<file path="src/rtl/ivw_pkg.sv">
package ivw_pkg;
  typedef enum logic [2:0] {
    ST_IDLE, ST_WRITE1, ST_VERIFY1, ST_INVWRITE,
    ST_VERIFY2, ST_REPART, ST_DONE, ST_FAIL
  } ivw_state_e;
endpackage

</file>
<file path="src/rtl/ivw_flip_expand.sv">
module ivw_flip_expand #(
  parameter int DATA_W = 16,
  parameter int GROUPS = 4,
  localparam int GRP_W = $clog2(GROUPS)
) (
  input  logic [GROUPS-1:0]       flips,
  input  logic [DATA_W*GRP_W-1:0] grp_map,
  output logic [DATA_W-1:0]       mask
);
  // one mask bit per data bit: set when that bit's group is flagged
  function automatic logic bit_flag(input logic [GROUPS-1:0] f,
                                    input logic [GRP_W-1:0] g);
    return f[g];
  endfunction

  for (genvar i = 0; i < DATA_W; i++) begin : g_bit
    assign mask[i] = bit_flag(flips, grp_map[i*GRP_W +: GRP_W]);
  end
endmodule

</file>
<file path="src/rtl/ivw_grp_detect.sv">
module ivw_grp_detect #(
  parameter int DATA_W = 16,
  parameter int GROUPS = 4,
  localparam int GRP_W = $clog2(GROUPS)
) (
  input  logic [DATA_W-1:0]       diff,
  input  logic [DATA_W*GRP_W-1:0] grp_map,
  output logic [GROUPS-1:0]       grp_bad,
  output logic                    any_bad
);
  function automatic logic group_hit(input logic [DATA_W-1:0] d,
                                     input logic [DATA_W*GRP_W-1:0] m,
                                     input int g);
    logic hit;
    hit = 1'b0;
    for (int i = 0; i < DATA_W; i++)
      if (d[i] && (int'(m[i*GRP_W +: GRP_W]) == g)) hit = 1'b1;
    return hit;
  endfunction

  for (genvar g = 0; g < GROUPS; g++) begin : g_grp
    assign grp_bad[g] = group_hit(diff, grp_map, g);
  end
  assign any_bad = |diff;

  // a mismatch always lands in some group
  always_comb begin
    any_bad_mapped_chk: assert (!any_bad || (grp_bad != '0));
  end
endmodule

</file>
<file path="src/rtl/ivw_fsm.sv">
module ivw_fsm
  import ivw_pkg::*;
#(
  parameter int DATA_W     = 16,
  parameter int GROUPS     = 4,
  parameter int MAX_REPART = 3,
  localparam int CNT_W = $clog2(MAX_REPART + 1)
) (
  input  logic              clk,
  input  logic              rst_n,
  input  logic              wr_valid,
  input  logic [DATA_W-1:0] wr_data,
  input  logic [GROUPS-1:0] grp_bad,
  input  logic              any_bad,
  input  logic              rep_ack,
  output logic [DATA_W-1:0] data_q,
  output logic [GROUPS-1:0] flip_q,
  output logic              wr_ready,
  output logic              mem_we,
  output logic              mem_re,
  output logic              rep_req,
  output logic              wr_done,
  output logic              wr_fail
);
  ivw_state_e      state;
  logic [CNT_W-1:0] cnt_q;

  // named events for the checks
  logic accept_ev, v1_bad_ev, v2_ok_ev, v2_bad_ev, can_repart;
  assign accept_ev  = (state == ST_IDLE) && wr_valid;
  assign v1_bad_ev  = (state == ST_VERIFY1) && any_bad;
  assign v2_ok_ev   = (state == ST_VERIFY2) && !any_bad;
  assign v2_bad_ev  = (state == ST_VERIFY2) && any_bad;
  assign can_repart = cnt_q < CNT_W'(MAX_REPART);

  always_ff @(posedge clk) begin
    if (!rst_n) begin
      state  <= ST_IDLE;
      data_q <= '0;
      flip_q <= '0;
      cnt_q  <= '0;
    end else begin
      unique case (state)
        ST_IDLE: if (wr_valid) begin
          data_q <= wr_data;
          flip_q <= '0;
          cnt_q  <= '0;
          state  <= ST_WRITE1;
        end
        ST_WRITE1:  state <= ST_VERIFY1;
        ST_VERIFY1: if (any_bad) begin
          flip_q <= grp_bad;
          state  <= ST_INVWRITE;
        end else state <= ST_DONE;
        ST_INVWRITE: state <= ST_VERIFY2;
        ST_VERIFY2: if (!any_bad) state <= ST_DONE;
          else if (can_repart)    state <= ST_REPART;
          else                    state <= ST_FAIL;
        ST_REPART: if (rep_ack) begin
          cnt_q  <= cnt_q + 1'b1;
          flip_q <= '0;
          state  <= ST_WRITE1;
        end
        ST_DONE, ST_FAIL: state <= ST_IDLE;
        default: state <= ST_IDLE;
      endcase
    end
  end

  assign wr_ready = (state == ST_IDLE);
  assign mem_we   = (state == ST_WRITE1) || (state == ST_INVWRITE);
  assign mem_re   = (state == ST_VERIFY1) || (state == ST_VERIFY2);
  assign rep_req  = (state == ST_REPART);
  assign wr_done  = (state == ST_DONE);
  assign wr_fail  = (state == ST_FAIL);


  accept_write_chk: assert property (@(posedge clk) disable iff (!rst_n)
    accept_ev |=> (mem_we && (flip_q == '0)));

  ack_write_chk: assert property (@(posedge clk) disable iff (!rst_n)
    (rep_req && rep_ack) |=> (mem_we && (flip_q == '0)));

  we_re_excl_chk: assert property (@(posedge clk) disable iff (!rst_n)
    !(mem_we && mem_re));

  write_then_verify_chk: assert property (@(posedge clk) disable iff (!rst_n)
    mem_we |=> mem_re);

  inv_flags_chk: assert property (@(posedge clk) disable iff (!rst_n)
    v1_bad_ev |=> (mem_we && (flip_q == $past(grp_bad))));

  v2_done_chk: assert property (@(posedge clk) disable iff (!rst_n)
    v2_ok_ev |=> wr_done);

  rep_hold_chk: assert property (@(posedge clk) disable iff (!rst_n)
    (rep_req && !rep_ack) |=> rep_req);

  done_fail_excl_chk: assert property (@(posedge clk) disable iff (!rst_n)
    !(wr_done && wr_fail));

  fail_limit_chk: assert property (@(posedge clk) disable iff (!rst_n)
    (v2_bad_ev && !can_repart) |=> wr_fail);

  busy_ready_chk: assert property (@(posedge clk) disable iff (!rst_n)
    (mem_we || mem_re || rep_req) |-> !wr_ready);
endmodule

</file>
<file path="src/rtl/ivw_ctrl.sv">
module ivw_ctrl #(
  parameter int DATA_W     = 16,
  parameter int GROUPS     = 4,
  parameter int MAX_REPART = 3,
  localparam int GRP_W = $clog2(GROUPS)
) (
  input  logic                    clk,
  input  logic                    rst_n,
  input  logic                    wr_valid,
  output logic                    wr_ready,
  input  logic [DATA_W-1:0]       wr_data,
  input  logic [DATA_W*GRP_W-1:0] grp_map,
  output logic                    mem_we,
  output logic                    mem_re,
  output logic [DATA_W-1:0]       mem_wdata,
  output logic [GROUPS-1:0]       mem_wflip,
  input  logic [DATA_W-1:0]       mem_rdata,
  output logic                    rep_req,
  input  logic                    rep_ack,
  output logic                    wr_done,
  output logic                    wr_fail,
  input  logic [DATA_W-1:0]       rd_cells,
  input  logic [GROUPS-1:0]       rd_flip,
  output logic [DATA_W-1:0]       rd_data
);
  logic [DATA_W-1:0] data_q, wr_mask, rd_mask, diff;
  logic [GROUPS-1:0] flip_q, grp_bad;
  logic              any_bad;

  ivw_fsm #(.DATA_W(DATA_W), .GROUPS(GROUPS), .MAX_REPART(MAX_REPART)) u_fsm (
    .clk(clk), .rst_n(rst_n), .wr_valid(wr_valid), .wr_data(wr_data),
    .grp_bad(grp_bad), .any_bad(any_bad), .rep_ack(rep_ack),
    .data_q(data_q), .flip_q(flip_q), .wr_ready(wr_ready),
    .mem_we(mem_we), .mem_re(mem_re), .rep_req(rep_req),
    .wr_done(wr_done), .wr_fail(wr_fail));

  // write side: invert flagged groups
  ivw_flip_expand #(.DATA_W(DATA_W), .GROUPS(GROUPS)) u_wr_exp (
    .flips(flip_q), .grp_map(grp_map), .mask(wr_mask));
  assign mem_wdata = data_q ^ wr_mask;
  assign mem_wflip = flip_q;

  // verify: cells read back against the pattern just written
  assign diff = mem_re ? (mem_rdata ^ mem_wdata) : '0;
  ivw_grp_detect #(.DATA_W(DATA_W), .GROUPS(GROUPS)) u_det (
    .diff(diff), .grp_map(grp_map), .grp_bad(grp_bad), .any_bad(any_bad));

  // read side: undo inversion
  ivw_flip_expand #(.DATA_W(DATA_W), .GROUPS(GROUPS)) u_rd_exp (
    .flips(rd_flip), .grp_map(grp_map), .mask(rd_mask));
  assign rd_data = rd_cells ^ rd_mask;

  // unflagged read passes cells unchanged
  always_comb begin
    rd_pass_chk: assert (rd_flip != '0 || rd_data == rd_cells);
  end
endmodule

</file>
<file path="config.mk">
export PLATFORM = sky130hd
export DESIGN_NAME = ivw_ctrl
export DESIGN_NICKNAME = d
export VERILOG_FILES = /design/src/rtl/ivw_pkg.sv /design/src/rtl/ivw_flip_expand.sv /design/src/rtl/ivw_grp_detect.sv /design/src/rtl/ivw_fsm.sv /design/src/rtl/ivw_ctrl.sv
export SDC_FILE = /design/constraint.sdc
export NUM_CORES = 1
export LEC_CHECK = 0
export ABC_AREA = 1
export BUFFER_PORTS_ARGS = -buffer_cell sky130_fd_sc_hd__buf_2
export CAP_MARGIN = 20
export CORE_ASPECT_RATIO = 1.4
export CORE_MARGIN = 2
export CORE_UTILIZATION = 50
export CTS_BUF_LIST = sky130_fd_sc_hd__clkbuf_4 sky130_fd_sc_hd__clkbuf_8
export CTS_CLUSTER_SIZE = 40
export DETAILED_ROUTE_END_ITERATION = 12
export PLACE_DENSITY_LB_ADDON = 0.08
export SYNTH_ARGS = -nofsm -noshare
export SYNTH_HDL_FRONTEND = slang
export SYNTH_SLANG_ARGS = --single-unit
</file>
<file path="constraint.sdc">
create_clock -name clk -period 3.75 [get_ports clk]
set_clock_uncertainty 0.1 [all_clocks]
set_input_delay 0.1875 -clock clk [delete_from_list [all_inputs] [get_ports clk]]
set_output_delay 0.1875 -clock clk [all_outputs]
set_load 0.01 [all_outputs]
</file>
==> summary.txt <==
Critical path
  – Worst setup SP type: flip-flop
  – R2r worst-path depth: 16
  – RR Endpoint: u_fsm.flip_q[0]
  – Start of the worst register-to-register path: u_fsm.state[2]
  – R2r setup slk: 0.93 ns
  – Crit Path Category: flip-flop to flip-flop
  – Worst path slowest cell: nand2_2
  – CP delay by family, top: simple AND/OR/NAND/NOR gates
  – Critical path peak fanout: 44
  – Crit path largest cell delay: 0.63 ns
  – Req. time, crit path: 3.89 ns
  – Worst setup EP type: flip-flop
  – WP buf/inv: 3
  – Critical Path, Cell by Cell: nor2_1 -> inv_1 -> nor2_2 -> inv_2 -> nand2_2 -> buf_4 -> nand3_1 -> nand2_1 -> nor2_2 -> nand2_2 -> nor2_4 -> nand2_2 -> nand2_4 -> nand2_1 -> nand2_1 -> nor2_1
  – Worst EP arrival: 2.96 ns

GRT
  – First-pass GRT wire length: 21,200 um
  – Largest net degree at the start of global routing: 45
  – Vias in the first global route: 4,654
  – Initial antenna violation count: 0
  – Remaining Overflow, GRT: 0
  – Overall Global Routing Usage: 29.9%

Layout
  – Final nets: 942
  – # diodes: 0
  – Layout cell share with drive strength beyond 1: 25.2%
  – Finished Core Util: 60.7%
  – Synth-to-Final Area Change: 16.7%
  – Filler instances: 843
  – Non-Filler Instances: 952
  – Final Cell Area: 4730 um2

Detailed routing
  – Vias: 5,169
  – TritonRoute pass-1 iters: 5
  – Initial DRC Count: 321
  – Remaining DRCs: 0
  – Via/cell ratio: 5.43
  – Post-route ant nets: 0
  – Post-DR wirelength/cell: 14.3 um
  – Final WL: 13,600 um

Power
  – Leak: 2.84 nW
  – VDD IR max: 0.000690 V
  – Pwr Density: 586 nW/um2
  – Pwr Total: 2.77 mW

Synthesis
  – Sequential share of the synthesized area: 12.3%
  – Largest cells by area after synthesis: nand2_1, dfxtp_1, inv_1
  – Synth Flop Type: dfxtp_1
  – Mapped Nets: 833
  – Most common cell in the synthesized netlist: nand2_1
  – Most frequent cells after synthesis: nand2_1, inv_1, nor2_1
  – Yosys reg bits: 25
  – Cells after Synth: 744
  – Yosys Warn Count: 0
  – Post-synthesis instance area: 4060 um2
  – Async S/R FF share, synth: 0%
  – Yosys cell types: 28
  – Post-synth top area share: 20.5%
  – Mean Syn Cell Area: 5.45 um2
  – Area leader, netlist: nand2_1
  – Number of flops mapped to enable cells by yosys: 0

Min path
  – Min-delay src: wr_data[14]
  – Hold/Removal Path Class: input pin to flip-flop
  – Hold path cells: 3
  – Hold endpoint: u_fsm.data_q[14]

STA
  – Setup tns final: 0 ns
  – F_max: 355 MHz
  – Setup violators final: 0
  – Count of pins over their slew limit: 0
  – Final min period: 2.82 ns
  – Slew margin rel.: 43.3%
  – Unrepaired setup endpoints after global routing: false
  – Final hold slack: 0.0569 ns
  – Worst-Margin Slew: 0.847 ns
  – Final period util: 75.1%
  – Final Worst Setup Slack: 0.932 ns
  – Final hold vios: 0

Place
  – DP HPWL: 10,500 um
  – Dpl cells: 948
  – GPL Wtd Cong: 0.931
  – Dpl cell area: 4680 um2
  – # port buffers: 129
  – Dpl ws: 1.01 ns

Die
  – Die ar.: 8860 um2
  – Chip width: 80.1 um
  – Die height: 111 um
  – Number of I/O pins: 130
  – Starting Density: 52.0%
  – Row count: 38
  – Core Area: 7800 um2

Clock network
  – Clock Root Buffer: clkbuf_8
  – Clock sinks: 25
  – H-tree level count: 1
  – # Post-CTS Setup Buffers: 0
  – Worst-Skew Late Latency: 0.30 ns
  – Clock Pin Slew Worst Setup and Hold Paths: 0.12 ns
  – Maximum root-to-sink buffer count: 2
  – Cts bufs inserted: 3
  – Post-CTS Hold Buffers: 0
  – CTS tree: yes
  – # resized after CTS: 0

Outcome
  – Outcome: completed

Run
  – Max_cap viols: 0
-- state kept, by name (all words and copies together) (netlist names) --
| signal | cells |
|---|---|
| u_fsm.data_q | 16 |
| u_fsm.flip_q | 4 |
| u_fsm.state | 3 |
| u_fsm.cnt_q | 2 |
-- worst min-delay path, stage by stage --
cell and delay [ns]:
buf_2 0.07, o21ai_0 0.07, a21oi_1 0.10
-- cells by family (layout without fill, tap and decap cells) --
kind of cell	after synthesis	after routing	share of synthesized area, %
AND/OR/NAND/NOR	463	463	54.3
XOR/XNOR	16	16	3.46
flip-flops	25	25	12.3
adder cells (fa/ha/maj)	1	1	0.308
buffers and inverters	147	255	15.2
AO/OA/AOI/OAI	92	92	14.3
-- how the worst max path moves through the flow --
| stage | from | end | slack, ns | cells past startpoint |
|---|---|---|---|---|
| 2_1_floorplan | u_fsm.flip_q[0] | u_fsm.flip_q[0] | 1.78 | 18 |
| 3_3_place_gp | u_fsm.state[2] | u_fsm.flip_q[0] | 1.07 | 16 |
| 3_5_place_dp | u_fsm.state[2] | u_fsm.flip_q[1] | 1.01 | 15 |
| 4_1_cts | u_fsm.state[2] | u_fsm.flip_q[0] | 0.98 | 16 |
| 5_1_grt | u_fsm.state[1] | u_fsm.flip_q[1] | 0.78 | 14 |
| 6_report | u_fsm.state[2] | u_fsm.flip_q[0] | 0.93 | 16 |
-- area by class of cell --
class	instances	area (um2)	area share [%]
Inverter	118	443	9.36
Clock buffer	3	41.3	0.873
Timing Repair Buffer	133	676	14.3
Multi-Input combinational cell	572	2940	62.1
Sequential cell	25	500	10.6
Tap cell	100	125	2.64
Clock inverter	1	7.51	0.159
-- layer usage --
metal	up-vias	track usage [%]	wire length [um]
met5	-	0	0
met4	0	10.2	298
met3	29	2.61	847
met2	182	53.9	7080
met1	2347	36.2	5420
li1	2611	-	-
-- power by group --
part | switching [mW] | internal [mW]
logic | 1.40 | 0.704
registers | 0.109 | 0.360
clock network | 0.122 | 0.0764
total | 1.63 | 1.14
-- cells in the final DEF, fill, tap and decap left out, types with 4 or more instances in the layout --
cell,instances
nand3_1,32
o21ai_0,28
o21ai_2,9
buf_2,129
o211ai_1,6
xor2_1,16
buf_4,4
dfxtp_1,25
a22oi_1,26
nand3_2,18
nand2_1,221
inv_1,115
nand2_2,35
nand2_4,6
nor2_1,84
a21oi_1,20
nand4_1,58
nor2_2,5
No activity file was read; power rests on OpenSTA's default activity.
